### src/rtl/cal_bank_pkg.sv
package cal_bank_pkg;

  localparam int NUM_DAC  = 8;
  localparam int NUM_REGS = 2 + NUM_DAC;
  localparam int IDX_W    = $clog2(NUM_REGS);
  localparam int GAIN_IDX = 0;
  localparam int OFFS_IDX = 1;

  typedef logic [IDX_W-1:0] idx_t;

  typedef enum logic [1:0] {
    WIN_ALL  = 2'b00,
    WIN_PAIR = 2'b01,
    WIN_OFFS = 2'b10,
    WIN_GAIN = 2'b11
  } win_t;

  localparam logic [1:0] RDSEL_CAL = 2'b10;

  typedef struct packed {
    logic wrEn;
    logic rdEn;
    idx_t idx;
  } strobe_t;

  function automatic idx_t winStart(input win_t w);
    return (w == WIN_OFFS) ? idx_t'(OFFS_IDX) : idx_t'(GAIN_IDX);
  endfunction

  function automatic idx_t winLen(input win_t w);
    case (w)
      WIN_ALL:  return idx_t'(NUM_REGS);
      WIN_PAIR: return idx_t'(2);
      default:  return idx_t'(1);
    endcase
  endfunction

endpackage

### src/rtl/cal_bank_ctrl.sv
module cal_bank_ctrl
  import cal_bank_pkg::*;
(
  input  logic       clk,
  input  logic       rstN,
  input  logic       ctrlWr,
  input  logic [1:0] ctrlSel,
  input  logic [1:0] ctrlRdSel,
  input  logic       accRd,
  input  logic       accWr,
  output strobe_t    stb,
  output idx_t       curIdx,
  output logic       seqDone,
  output logic       accErr
);

  win_t       winQ;
  logic [1:0] rdSelQ;
  idx_t       cntQ;

  logic conflict;
  logic doWr;
  logic doRd;
  logic access;
  logic lastPos;

  always_comb begin
    conflict = accRd && accWr && !ctrlWr;
    doWr     = accWr && !accRd && !ctrlWr;
    doRd     = accRd && !accWr && !ctrlWr && (rdSelQ == RDSEL_CAL);
    access   = doWr || doRd;
    lastPos  = (cntQ == winLen(winQ) - idx_t'(1));
    curIdx   = winStart(winQ) + cntQ;
    stb.wrEn = doWr;
    stb.rdEn = doRd;
    stb.idx  = curIdx;
  end

  always_ff @(posedge clk) begin
    if (!rstN) begin
      winQ    <= WIN_ALL;
      rdSelQ  <= 2'b00;
      cntQ    <= '0;
      seqDone <= 1'b0;
      accErr  <= 1'b0;
    end else begin
      seqDone <= access && lastPos;
      accErr  <= conflict;
      if (ctrlWr) begin
        winQ   <= win_t'(ctrlSel);
        rdSelQ <= ctrlRdSel;
        cntQ   <= '0;
      end else if (access) begin
        cntQ <= lastPos ? '0 : cntQ + idx_t'(1);
      end
    end
  end

endmodule

### src/rtl/cal_bank_dp.sv
module cal_bank_dp
  import cal_bank_pkg::*;
#(
  parameter int              DATA_W   = 14,
  parameter int              WORD_W   = 16,
  parameter logic [DATA_W-1:0] GAIN_RST = '0,
  parameter logic [DATA_W-1:0] OFFS_RST = DATA_W'(14'h2000),
  parameter logic [DATA_W-1:0] DAC_RST  = '0
) (
  input  logic              clk,
  input  logic              rstN,
  input  strobe_t           stb,
  input  logic [DATA_W-1:0] wrData,
  input  logic              engLoad,
  input  idx_t              engIdx,
  input  logic [DATA_W-1:0] engData,
  output logic [WORD_W-1:0] rdData,
  output logic              rdValid
);

  localparam int PAD_W = WORD_W - DATA_W;

  logic [DATA_W-1:0] regs [NUM_REGS];

  for (genvar gi = 0; gi < NUM_REGS; gi++) begin : g_word
    localparam logic [DATA_W-1:0] RST_VAL =
      (gi == OFFS_IDX) ? OFFS_RST : ((gi == GAIN_IDX) ? GAIN_RST : DAC_RST);
    logic engHit;
    logic hostHit;
    assign engHit  = engLoad && (engIdx == idx_t'(gi));
    assign hostHit = stb.wrEn && (stb.idx == idx_t'(gi));
    always_ff @(posedge clk) begin
      if (!rstN)        regs[gi] <= RST_VAL;
      else if (engHit)  regs[gi] <= engData;
      else if (hostHit) regs[gi] <= wrData;
    end
  end

  always_ff @(posedge clk) begin
    if (!rstN) begin
      rdData  <= '0;
      rdValid <= 1'b0;
    end else begin
      rdValid <= stb.rdEn;
      if (stb.rdEn) rdData <= {{PAD_W{1'b0}}, regs[stb.idx]};
    end
  end

endmodule

### src/rtl/cal_bank.sv
module cal_bank
  import cal_bank_pkg::*;
#(
  parameter int DATA_W = 14,
  parameter int WORD_W = 16
) (
  input  logic              clk,
  input  logic              rstN,
  input  logic              ctrlWr,
  input  logic [1:0]        ctrlSel,
  input  logic [1:0]        ctrlRdSel,
  input  logic              accRd,
  input  logic              accWr,
  input  logic [DATA_W-1:0] wrData,
  output logic [WORD_W-1:0] rdData,
  output logic              rdValid,
  output logic              seqDone,
  output logic              accErr,
  input  logic              engLoad,
  input  logic [IDX_W-1:0]  engIdx,
  input  logic [DATA_W-1:0] engData
);

  strobe_t stb;
  idx_t    curIdx;

  cal_bank_ctrl ctrl_i (
    .clk       (clk),
    .rstN      (rstN),
    .ctrlWr    (ctrlWr),
    .ctrlSel   (ctrlSel),
    .ctrlRdSel (ctrlRdSel),
    .accRd     (accRd),
    .accWr     (accWr),
    .stb       (stb),
    .curIdx    (curIdx),
    .seqDone   (seqDone),
    .accErr    (accErr)
  );

  cal_bank_dp #(
    .DATA_W (DATA_W),
    .WORD_W (WORD_W)
  ) dp_i (
    .clk     (clk),
    .rstN    (rstN),
    .stb     (stb),
    .wrData  (wrData),
    .engLoad (engLoad),
    .engIdx  (engIdx),
    .engData (engData),
    .rdData  (rdData),
    .rdValid (rdValid)
  );

endmodule

### config.mk
export PLATFORM = sky130hd
export DESIGN_NAME = cal_bank
export DESIGN_NICKNAME = d
export VERILOG_FILES = /design/src/rtl/cal_bank_pkg.sv /design/src/rtl/cal_bank_ctrl.sv /design/src/rtl/cal_bank_dp.sv /design/src/rtl/cal_bank.sv
export SDC_FILE = /design/constraint.sdc
export NUM_CORES = 1
export LEC_CHECK = 0
export CAP_MARGIN = 10
export CELL_PAD_IN_SITES_DETAIL_PLACEMENT = 1
export CELL_PAD_IN_SITES_GLOBAL_PLACEMENT = 2
export CORE_MARGIN = 2
export CORE_UTILIZATION = 34
export DETAILED_ROUTE_END_ITERATION = 8
export PLACE_DENSITY = 0.77
export SYNTH_ARGS = -nofsm -noshare
export SYNTH_HDL_FRONTEND = slang
export SYNTH_SLANG_ARGS = --single-unit
### constraint.sdc
create_clock -name clk -period 7.3 [get_ports clk]
set_clock_uncertainty 0.2 [all_clocks]
set_input_delay 1.46 -clock clk [delete_from_list [all_inputs] [get_ports clk]]
set_output_delay 1.46 -clock clk [all_outputs]
set_load 0.02 [all_outputs]
==> summary.txt, run 1 <==
==========================================================================================
Number of iterations in the first detailed-routing pass                                  5
Number of hold-repair buffers added at the cts stage                                     0
Final Cycle Share                                                                   62.01%
Unrepaired setup endpoints after global routing                                      false
Max Root-Sink Buffers                                                                    2
Worst slack at placement                                                          2.273 ns
Worst Reg2Reg Path Length in Cells                                                       7
Final Worst Setup Slack                                                           2.774 ns
Number of antenna cells inserted                                                         0
Antenna violations before repair                                                         0
Library cell with the largest summed area after synthesis                     sky130_fd_sc_hd__edfxtp_1
Commonest register cell after synthesis                                       sky130_fd_sc_hd__edfxtp_1
Post_cts resized                                                                         0
Worst reg2reg startpoint                                                      ctrl_i.winQ[1]
Achievable frequency                                                             220.9 MHz
Slack of the worst reg-to-reg path                                                 3.23 ns
Synth async-reset ratio                                                                 0%
Power density relative to cell area                                           209.2 nW/µm²
Data required time of the critical path                                            7.14 ns
Slew Viols, Final                                                                        0
Syn Inst Count                                                                         925
Utilization of the core after routing                                               39.21%
Type of the worst setup path                                                  input port to register
Port buffer count                                                                       58
Hold worst-path end                                                           ctrl_i.rdSelQ[0]
Via count of the first global-routing pass                                           7,226
Number of I/O pins                                                                      61
Status                                                                        finished, final reports clean
Deepest level of the CTS H-tree                                                          4
Final setup violation count                                                              0
Setup Fix Bufs, Post-CTS                                                                 0
Initial cell density of the core                                                    34.68%
Sort of element at the start of the critical path                               input port
Clock insertion delay at the later pin of the skew report                          0.43 ns
Clock edge transition at the registers on the reported setup and hold paths        0.07 ns
Area of the core                                                                26,950 µm²
Number of synthesized register bits                                                    165
Global-route wire length before repair                                           44,710 µm
Row count                                                                               60
Reg2reg end                                                                   dp_i.regs[2][3]
Leftover overflow at the end of global routing                                           0
Average wire per cell in the routed design                                        23.48 µm
Cell with the most instances after synthesis                                  sky130_fd_sc_hd__nand2_1
Remaining antenna violation count after routing                                          0
Sum of net half-perimeters after detailed placement                              19,700 µm
Total standard cell area after synthesis                                          9348 µm²
Setup_tns                                                                             0 ns
Filler instances                                                                     2,939
Number of distinct standard cells referenced by the synthesized netlist                 54
Chip height                                                                       169.8 µm
Detailed router's first-iteration violation count                                      599
Endpoints failing hold                                                                   0
Vias per cell                                                                        5.694
Post-synthesis sequential area ratio                                                50.33%
Mean area per synthesized cell                                                   10.11 µm²
Worst slew margin relative to its limit                                             20.50%
Reported leakage power                                                         0.003927 µW
Root buf cell                                                                 sky130_fd_sc_hd__clkbuf_16
Top cell type's share of synthesized area                                           44.97%
Number of flops mapped to enable cells by yosys                                        140
Leading cell types by total area after synthesis                              sky130_fd_sc_hd__edfxtp_1 (45%), sky130_fd_sc_hd__nand2_1 (10%), sky130_fd_sc_hd__o31ai_1 (7.9%)
HP Class                                                                      register to register
Worst-Margin Slew                                                                 1.188 ns
Die area                                                                        28,840 µm²
# Max-Cap Violations                                                                     0
Largest driver fanout on the critical path                                              30
GRT Resource Usage Total                                                            20.82%
Clock sinks                                                                            165
Hold path depth                                                                          2
Routability congestion estimate                                                     0.8135
Start point of the worst hold path                                            ctrl_i.rdSelQ[0]
TritonCTS clock tree                                                                  done
Ratio of cells with drive above 1 in the final layout                               10.37%
Crit path arrival time                                                             4.36 ns
Yosys warnings                                                                           0
TritonCTS buffer count                                                                  17
Commonest cells in the netlist                                                sky130_fd_sc_hd__nand2_1 (255), sky130_fd_sc_hd__edfxtp_1 (140), sky130_fd_sc_hd__o31ai_1 (98)
Final min period                                                                  4.526 ns
Maximum number of pins on one net before global-route repair                            61
Count of non-filler cells in the finished layout                                     1,267
Final #Nets                                                                            958
Number of vias in the routed layout                                                  7,214
Post-synthesis to final-layout area growth                                          13.05%
Remaining DRCs                                                                           0
Maximum vdd drop                                                                 0.1572 mV
Die extent in x                                                                   169.8 µm
Detailed-route wire length                                                       29,750 µm
Element type at the critical path end                                             register
Cell count after placement                                                           1,233
==========================================================================================
[per-stage QoR]
stage | area (µm²) | hold WS [ns] | power, µW
finish | 10570 | 0.3308 | 2211
global route | 10570 | 0.3728 | 2273
CTS | 10550 | 0.3437 | 2217
detailed placement | 9940 | 0.3273 | 1296
global placement | 9940 | 0.3040 | 1291
floorplan | 9351 | 0.2658 | 1212
[placed cells by master (no fill, tap or decap), drive strengths merged, types with 2 or more instances in the layout]
cell type	netlist	routed
and2b	2	2
buf	70	20
mux2i	73	73
clkinv	0	3
o32a	2	2
ha	3	3
inv	34	37
o21ai	19	19
and2	2	2
clkdlybuf4s50	0	58
nand3	4	4
o211ai	5	5
o32ai	14	14
xnor2	4	4
a22oi	28	28
conb	1	2
a31oi	3	3
o31ai	125	125
nor2b	5	5
a31o	15	15
a21oi	9	9
dfxtp	25	25
and3b	2	2
xor2	2	2
and3	8	8
edfxtp	140	140
nor2	14	14
nor3b	4	4
nand2b	3	3
nand2	255	255
clkbuf	40	26
[layout make-up]
class	count	area [µm²]	share of cell area, %
inverters	34	127.6	1.208
clock inverters	6	48.80	0.4618
clock buffers	26	564.3	5.340
repair buffers	78	730.7	6.915
well taps	341	426.7	4.037
flip-flops and latches	165	4705	44.52
multi-input cells	617	3965	37.52
[metal layers]
metal,wire length (µm),vias up,track usage (%)
li1,-,3320,-
met1,14300,3629,30.30
met2,13360,220,32.55
met3,1385,45,2.209
met4,699,0,6.577
met5,0,-,0
[registers in the layout, summed over array words and instances, names as in the netlist]
signal / count
dp_i.rdValid: 1
ctrl_i.winQ: 2
ctrl_i.seqDone: 1
ctrl_i.cntQ: 4
dp_i.regs: 140
dp_i.rdData: 14
ctrl_i.accErr: 1
ctrl_i.rdSelQ: 2
[report_power, final]
| part | internal, µW | leakage, µW | switching [µW] | total [µW] |
|---|---|---|---|---|
| Combinational | 63.9 | 0.00202 | 137 | 200 |
| Clock | 541 | 0.000304 | 392 | 933 |
| Sequential | 1060 | 0.00161 | 13.4 | 1080 |
[how the worst max path moves through the flow]
stage / from / endpoint / slack, ns / cells past startpoint
floorplan: accRd / dp_i.regs[8][0] / 3.22 / 6
global placement: accRd / dp_i.regs[6][10] / 2.46 / 5
detailed placement: accRd / dp_i.regs[6][9] / 2.27 / 5
CTS: accRd / dp_i.regs[6][2] / 2.71 / 5
global route: accRd / dp_i.regs[2][2] / 2.49 / 5
finish: accRd / dp_i.regs[2][3] / 2.77 / 5
[logic make-up after synthesis]
logic type	after synthesis	share of synthesized area (%)
other	1	0.04012
adders and majority gates	3	0.4016
AOI/OAI and AO/OA	225	19.65
muxes	74	7.937
xor gates and xnor gates	6	0.5622
and+or+nand+nor	307	13.67
buffers and inverters	144	7.415
DFF	165	50.33
[worst max-delay path, stage by stage]
cell                              delay [ns]
sky130_fd_sc_hd__clkdlybuf4s50_1        0.44
sky130_fd_sc_hd__nand2b_1               0.34
sky130_fd_sc_hd__nor2_1                 0.29
sky130_fd_sc_hd__nand2_1                0.65
sky130_fd_sc_hd__o21ai_1                1.16
Power figures use the tool's default switching activity.
==> inputs of run 2 (changes only) <==
clock period = 4.4 ns   (was 7.3 ns; I/O delays follow)
==> summary.txt, run 2 (synthesized netlist as in run 1, its figures left out) <==
==========================================================================================
Register cell area after layout                                                   4705 µm²   unchanged
Worst path cell trace                                                         inv_1, nor2_1, ha_1, or2_4, or3_2, buf_4, o211ai_1, buf_4   was clkdlybuf4s50_1, nand2b_1, nor2_1, nand2_1, o21ai_1
Flip-flop count of the largest register after layout                                   140   unchanged
Sum of net half-perimeters after detailed placement                              20,270 µm   was 19,700 µm
Unrepaired setup endpoints after global routing                                      false   unchanged
TritonCTS clock tree                                                                  done   unchanged
Status                                                                        finished, final reports clean   unchanged
Element type at the critical path end                                             register   unchanged
Setup Fix Bufs, Post-CTS                                                                 0   unchanged
Multi-input gate area                                                             3965 µm²   unchanged
Critical path buffers and inverters                                                      3   was 1
Endpoints failing hold                                                                   0   unchanged
Number of vias in the routed layout                                                  7,197   was 7,214
Via count of the first global-routing pass                                           7,558   was 7,226
Number of I/O pins                                                                      61   unchanged
Highest metal layer used by the detailed router                                       met4   unchanged
Met2 WL                                                                          14,050 µm   was 13,360 µm
Average wire per cell in the routed design                                        23.08 µm   was 23.48 µm
Post_cts resized                                                                         0   unchanged
Chip height                                                                       169.8 µm   unchanged
Most Frequent Cell on Critical Path                                           sky130_fd_sc_hd__buf_4
Worst-Margin Slew                                                                 1.000 ns   was 1.188 ns
Worst Hold Slack                                                                 0.3292 ns   was 0.3308 ns
Row count                                                                               60   unchanged
Filler instances                                                                     2,974   was 2,939
Reg2reg end                                                                   dp_i.regs[0][5]   was dp_i.regs[2][3]
Met3 WL                                                                            1320 µm   was 1385 µm
Count of non-filler cells in the finished layout                                     1,281   was 1,267
Post-synthesis to final-layout area growth                                          14.59%   was 13.05%
Maximum vdd drop                                                                 0.2618 mV   was 0.1572 mV
HP Class                                                                      register to register   unchanged
Ratio of cells with drive above 1 in the final layout                               11.91%   was 10.37%
Sort of element at the start of the critical path                                 register   was input port
Largest Register                                                                 dp_i.regs   unchanged
Global-route wire length before repair                                           46,020 µm   was 44,710 µm
Port buffer count                                                                       58   unchanged
Worst slew margin relative to its limit                                             33.31%   was 20.50%
Type of the worst setup path                                                  register to register   was input port to register
Slew Viols, Final                                                                        0   unchanged
Antenna violations before repair                                                         0   unchanged
Setup_tns                                                                             0 ns   unchanged
Commonest non-fill, non-tap cells in the layout                               sky130_fd_sc_hd__nand2_1 (255), sky130_fd_sc_hd__edfxtp_1 (140), sky130_fd_sc_hd__o31ai_1 (98)   unchanged
Final setup violation count                                                              0   unchanged
Clock insertion delay at the later pin of the skew report                          0.43 ns   about the same
Crit path arrival time                                                             3.34 ns   was 4.36 ns
Data required time of the critical path                                            4.32 ns   was 7.14 ns
Top Family by Delay on Critical Path                                          simple AND/OR/NAND/NOR gates   unchanged
Detailed-route wire length                                                       29,560 µm   was 29,750 µm
Achievable frequency                                                             292.4 MHz
Final min period                                                                  3.420 ns
Metal-1 WL                                                                       13,840 µm   was 14,300 µm
Final Cycle Share                                                                   77.73%
TritonCTS buffer count                                                                  17   unchanged
Maximum number of pins on one net before global-route repair                            39   was 61
Power density relative to cell area                                           346.7 nW/µm²   was 209.2 nW/µm²
Die extent in x                                                                   169.8 µm   unchanged
Root buf cell                                                                 sky130_fd_sc_hd__clkbuf_16   unchanged
Routability congestion estimate                                                     0.7613   was 0.8135
Worst Reg2Reg Path Length in Cells                                                       8   was 7
Max stage delay cell, worst path                                              sky130_fd_sc_hd__ha_1   was sky130_fd_sc_hd__o21ai_1
Die area                                                                        28,840 µm²   unchanged
GRT Resource Usage Total                                                            21.17%   was 20.82%
Number of antenna cells inserted                                                         0   unchanged
Detailed router's first-iteration violation count                                      659   was 599
WP depth                                                                                 8   was 5
Reported leakage power                                                         0.004014 µW   was 0.003927 µW
Critical Path Source                                                          ctrl_i.winQ[1]   was accRd
Final #Nets                                                                            972   was 958
Leftover overflow at the end of global routing                                           0   unchanged
Clock edge transition at the registers on the reported setup and hold paths        0.07 ns   about the same
Clock sinks                                                                            165   unchanged
Max Root-Sink Buffers                                                                    2   unchanged
Number of hold-repair buffers added at the cts stage                                     0   unchanged
Registers with the highest flip-flop counts                                   dp_i.regs (140), dp_i.rdData (14), ctrl_i.cntQ (4)   unchanged
Slack of the worst reg-to-reg path                                                 0.98 ns   was 3.23 ns
Initial cell density of the core                                                    34.68%   unchanged
Vias per cell                                                                        5.618   was 5.694
Remaining DRCs                                                                           0   unchanged
Worst reg2reg startpoint                                                      ctrl_i.winQ[1]   unchanged
Largest driver fanout on the critical path                                              29   was 30
Capturing instance or port of the critical path                               dp_i.regs[0][5]   was dp_i.regs[2][3]
Number of iterations in the first detailed-routing pass                                  5   unchanged
Leading cell type in the layout, fill and taps excluded                       sky130_fd_sc_hd__nand2_1   unchanged
Area of the core                                                                26,950 µm²   unchanged
Cell count after placement                                                           1,249   was 1,233
# Max-Cap Violations                                                                     0   unchanged
Remaining antenna violation count after routing                                          0   unchanged
Max stage delay on crit path                                                       0.61 ns   was 1.16 ns
Deepest level of the CTS H-tree                                                          4   unchanged
==========================================================================================
-- run 2: cell types whose count changed in the layout (fill, tap and decap cells not counted), sizes merged --
cell,change
buf,+14
clkbuf,+1
clkinv,-2
inv,+1
-- run 2: per-stage QoR --
stage	utilization, %	area (µm²)	total power (µW)	setup slack, ns
CTS	39.74	10710	3730	0.9375
global placement	37.37	10070	2143	0.8475
finish	39.74	10710	3713	0.9798
floorplan	-	9351	2010	0.8760
global route	39.74	10710	3827	0.8275
detailed placement	37.37	10070	2154	0.8141
-- run 2: area by class of cell --
| cell class | instances | area share, % |
|---|---|---|
| well taps | 341 | 3.983 |
| flip-flops and latches | 165 | 43.92 |
| clock inverters | 5 | 0.3855 |
| repair buffers | 92 | 7.920 |
| clock buffers | 27 | 5.583 |
| inverters | 34 | 1.191 |
| multi-input cells | 617 | 37.02 |
-- run 2: how the worst min path moves through the flow --
| stage | startpoint | endpoint | slack [ns] | depth (start not counted) |
|---|---|---|---|---|
| after global placement | ctrl_i.winQ[1] | ctrl_i.winQ[1] | 0.30 | 2 |
| after detailed placement | ctrl_i.winQ[1] | ctrl_i.winQ[1] | 0.32 | 2 |
| after CTS | ctrl_i.winQ[1] | ctrl_i.winQ[1] | 0.34 | 2 |
| final | ctrl_i.winQ[1] | ctrl_i.winQ[1] | 0.33 | 2 |
| after global routing | ctrl_i.rdSelQ[1] | ctrl_i.rdSelQ[1] | 0.38 | 2 |
| after floorplan | ctrl_i.rdSelQ[1] | ctrl_i.rdSelQ[1] | 0.27 | 2 |
-- run 2: worst register-to-register path, delay by kind of cell (launching register included) --
| kind | cells | cell delay, ns |
|---|---|---|
| fa+ha+maj | 1 | 0.61 |
| buf+inv | 3 | 0.64 |
| flops | 1 | 0.35 |
| compound gates | 1 | 0.23 |
| simple gates | 3 | 1.08 |
-- run 2: routing by layer --
metal / global-route usage [%] / up-vias
met5: 0 / -
met4: 5.871 / 0
met3: 2.442 / 26
met2: 35.31 / 209
met1: 29.20 / 3615
li1: - / 3347
-- run 2: power by group --
part	switching (µW)	internal, µW	total [µW]
registers	22.1	1760	1790
logic	225	110	335
clock network	649	944	1590
==> inputs of run 3 (changes only) <==
clock period = 3.6 ns   (was 4.4 ns; I/O delays follow)
==> summary.txt, run 3 (synthesized netlist as in run 1, its figures left out) <==
==========================================================================================
Crit path arrival time                                                             2.99 ns   was 3.34 ns
Post_cts resized                                                                         0   unchanged
Count of non-filler cells in the finished layout                                     1,292   was 1,281
Slew Viols, Final                                                                        0   unchanged
TritonCTS buffer count                                                                  17   unchanged
Final Total Pwr                                                                    4439 µW   was 3713 µW
Clock insertion delay at the later pin of the skew report                          0.43 ns   about the same
Maximum number of pins on one net before global-route repair                            57   was 39
Number of hold-repair buffers added at the cts stage                                     0   unchanged
Unrepaired setup endpoints after global routing                                      false   unchanged
Largest driver fanout on the critical path                                              20   was 29
Root buf cell                                                                 sky130_fd_sc_hd__clkbuf_16   unchanged
Number of vias in the routed layout                                                  7,242   was 7,197
Final #Nets                                                                            983   was 972
Endpoints failing hold                                                                   0   unchanged
Number of I/O pins                                                                      61   unchanged
Type of the worst setup path                                                  register to register   unchanged
Die extent in x                                                                   169.8 µm   unchanged
Post-synthesis to final-layout area growth                                          14.94%   was 14.59%
Largest Register                                                                 dp_i.regs   unchanged
GRT Resource Usage Total                                                            20.72%   was 21.17%
Setup_tns                                                                             0 ns   unchanged
Sum of net half-perimeters after detailed placement                              20,030 µm   was 20,270 µm
Data required time of the critical path                                            3.52 ns   was 4.32 ns
Number of antenna cells inserted                                                         0   unchanged
Max Root-Sink Buffers                                                                    2   unchanged
Initial cell density of the core                                                    34.68%   unchanged
Detailed router's first-iteration violation count                                      504   was 659
Setup Fix Bufs, Post-CTS                                                                 0   unchanged
Utilization of the core after routing                                               39.87%   was 39.74%
Element type at the critical path end                                             register   unchanged
Die area                                                                        28,840 µm²   unchanged
Final min period                                                                  3.063 ns   was 3.420 ns
Flip-flop count of the largest register after layout                                   140   unchanged
Detailed-route wire length                                                       29,300 µm   was 29,560 µm
Worst slew margin relative to its limit                                             49.76%   was 33.31%
Chip height                                                                       169.8 µm   unchanged
Global-route wire length before repair                                           44,680 µm   was 46,020 µm
Status                                                                        finished, final reports clean   unchanged
Clock sinks                                                                            165   unchanged
Worst slack at placement                                                         0.4108 ns   was 0.8141 ns
TritonCTS clock tree                                                                  done   unchanged
Commonest non-fill, non-tap cells in the layout                               sky130_fd_sc_hd__nand2_1 (255), sky130_fd_sc_hd__edfxtp_1 (140), sky130_fd_sc_hd__o31ai_1 (98)   unchanged
Sort of element at the start of the critical path                                 register   unchanged
Average wire per cell in the routed design                                        22.68 µm   was 23.08 µm
Final Worst Setup Slack                                                          0.5374 ns   was 0.9798 ns
Ratio of cells with drive above 1 in the final layout                               12.83%   was 11.91%
Cell count after placement                                                           1,260   was 1,249
Deepest level of the CTS H-tree                                                          4   unchanged
# Max-Cap Violations                                                                     0   unchanged
Power density relative to cell area                                           413.1 nW/µm²   was 346.7 nW/µm²
Reported leakage power                                                         0.004045 µW   was 0.004014 µW
Achievable frequency                                                             326.5 MHz   was 292.4 MHz
Maximum vdd drop                                                                 0.2848 mV   was 0.2618 mV
Remaining DRCs                                                                           0   unchanged
Registers with the highest flip-flop counts                                   dp_i.regs (140), dp_i.rdData (14), ctrl_i.cntQ (4)   unchanged
Worst-Margin Slew                                                                0.7438 ns   was 1.000 ns
Routability congestion estimate                                                     0.7957   was 0.7613
Row count                                                                               60   unchanged
Clock edge transition at the registers on the reported setup and hold paths        0.07 ns   about the same
Slack of the worst reg-to-reg path                                                 0.54 ns   was 0.98 ns
Via count of the first global-routing pass                                           7,486   was 7,558
Remaining antenna violation count after routing                                          0   unchanged
Final setup violation count                                                              0   unchanged
Leftover overflow at the end of global routing                                           0   unchanged
Vias per cell                                                                        5.605   was 5.618
Final Cycle Share                                                                   85.07%   was 77.73%
HP Class                                                                      register to register   unchanged
Antenna violations before repair                                                         0   unchanged
Area of the core                                                                26,950 µm²   unchanged
Leading cell type in the layout, fill and taps excluded                       sky130_fd_sc_hd__nand2_1   unchanged
Number of iterations in the first detailed-routing pass                                  5   unchanged
Port buffer count                                                                       58   unchanged
==========================================================================================
==> run 3: changes by cell type in the layout (fill, tap and decap cells not counted) <==
cell and delta:
sky130_fd_sc_hd__clkbuf_1 +1, sky130_fd_sc_hd__clkbuf_16 -2, sky130_fd_sc_hd__buf_4 +11, sky130_fd_sc_hd__clkinv_4 +2, sky130_fd_sc_hd__clkbuf_8 -4, sky130_fd_sc_hd__clkinv_2 +3
sky130_fd_sc_hd__bufinv_16 +1, sky130_fd_sc_hd__inv_6 -2, sky130_fd_sc_hd__inv_4 +1
==> run 3: layout make-up <==
class	instances	area (µm²)
Multi-Input combinational cell	617	3965
Tap cell	341	426.7
Inverter	34	127.6
Clock inverter	10	92.59
Clock buffer	22	496.7
Sequential cell	165	4705
Timing Repair Buffer	103	930.9
Fill cell	2957	16210
==> run 3: per-stage QoR <==
step,hold slack [ns],instance area (µm²)
finish,0.3089,10740
global route,0.3490,10740
CTS,0.3126,10740
detailed placement,0.3027,10150
global placement,0.2906,10150
floorplan,0.2658,9351
==> run 3: power by group <==
group          leakage, µW  internal [µW]  switching, µW  total [µW]
logic              0.00214            136            277         414
registers          0.00161           2160           26.8        2180
clock network     0.000295           1060            785        1840
total              0.00405           3350           1090        4440
==> run 3: final timing paths <==
path	start	end	cells past startpoint
max	ctrl_i.winQ[1]	dp_i.regs[3][11]	9
min	ctrl_i.rdSelQ[1]	ctrl_i.rdSelQ[1]	2
max reg2reg	ctrl_i.winQ[1]	dp_i.regs[3][11]	9
min reg2reg	ctrl_i.rdSelQ[1]	ctrl_i.rdSelQ[1]	2
==> run 3: worst max-delay path, stage by stage (launching register included) <==
cell and delay, ns:
sky130_fd_sc_hd__dfxtp_1 0.36, sky130_fd_sc_hd__inv_1 0.06, sky130_fd_sc_hd__nor2_1 0.12, sky130_fd_sc_hd__ha_1 0.26
sky130_fd_sc_hd__ha_1 0.35, sky130_fd_sc_hd__and2_1 0.21, sky130_fd_sc_hd__a21oi_1 0.09, sky130_fd_sc_hd__o22a_2 0.43
sky130_fd_sc_hd__o21ai_1 0.35, sky130_fd_sc_hd__buf_4 0.30
==> run 3: routing by layer <==
layer  wire length [µm]  GRT usage, %  part of all wire, %
met4                566         6.540                  1.9
met5                  0             0                    0
met3               1355         2.512                  4.6
met1              14080         29.05                   48
met2              13300         33.49                   45
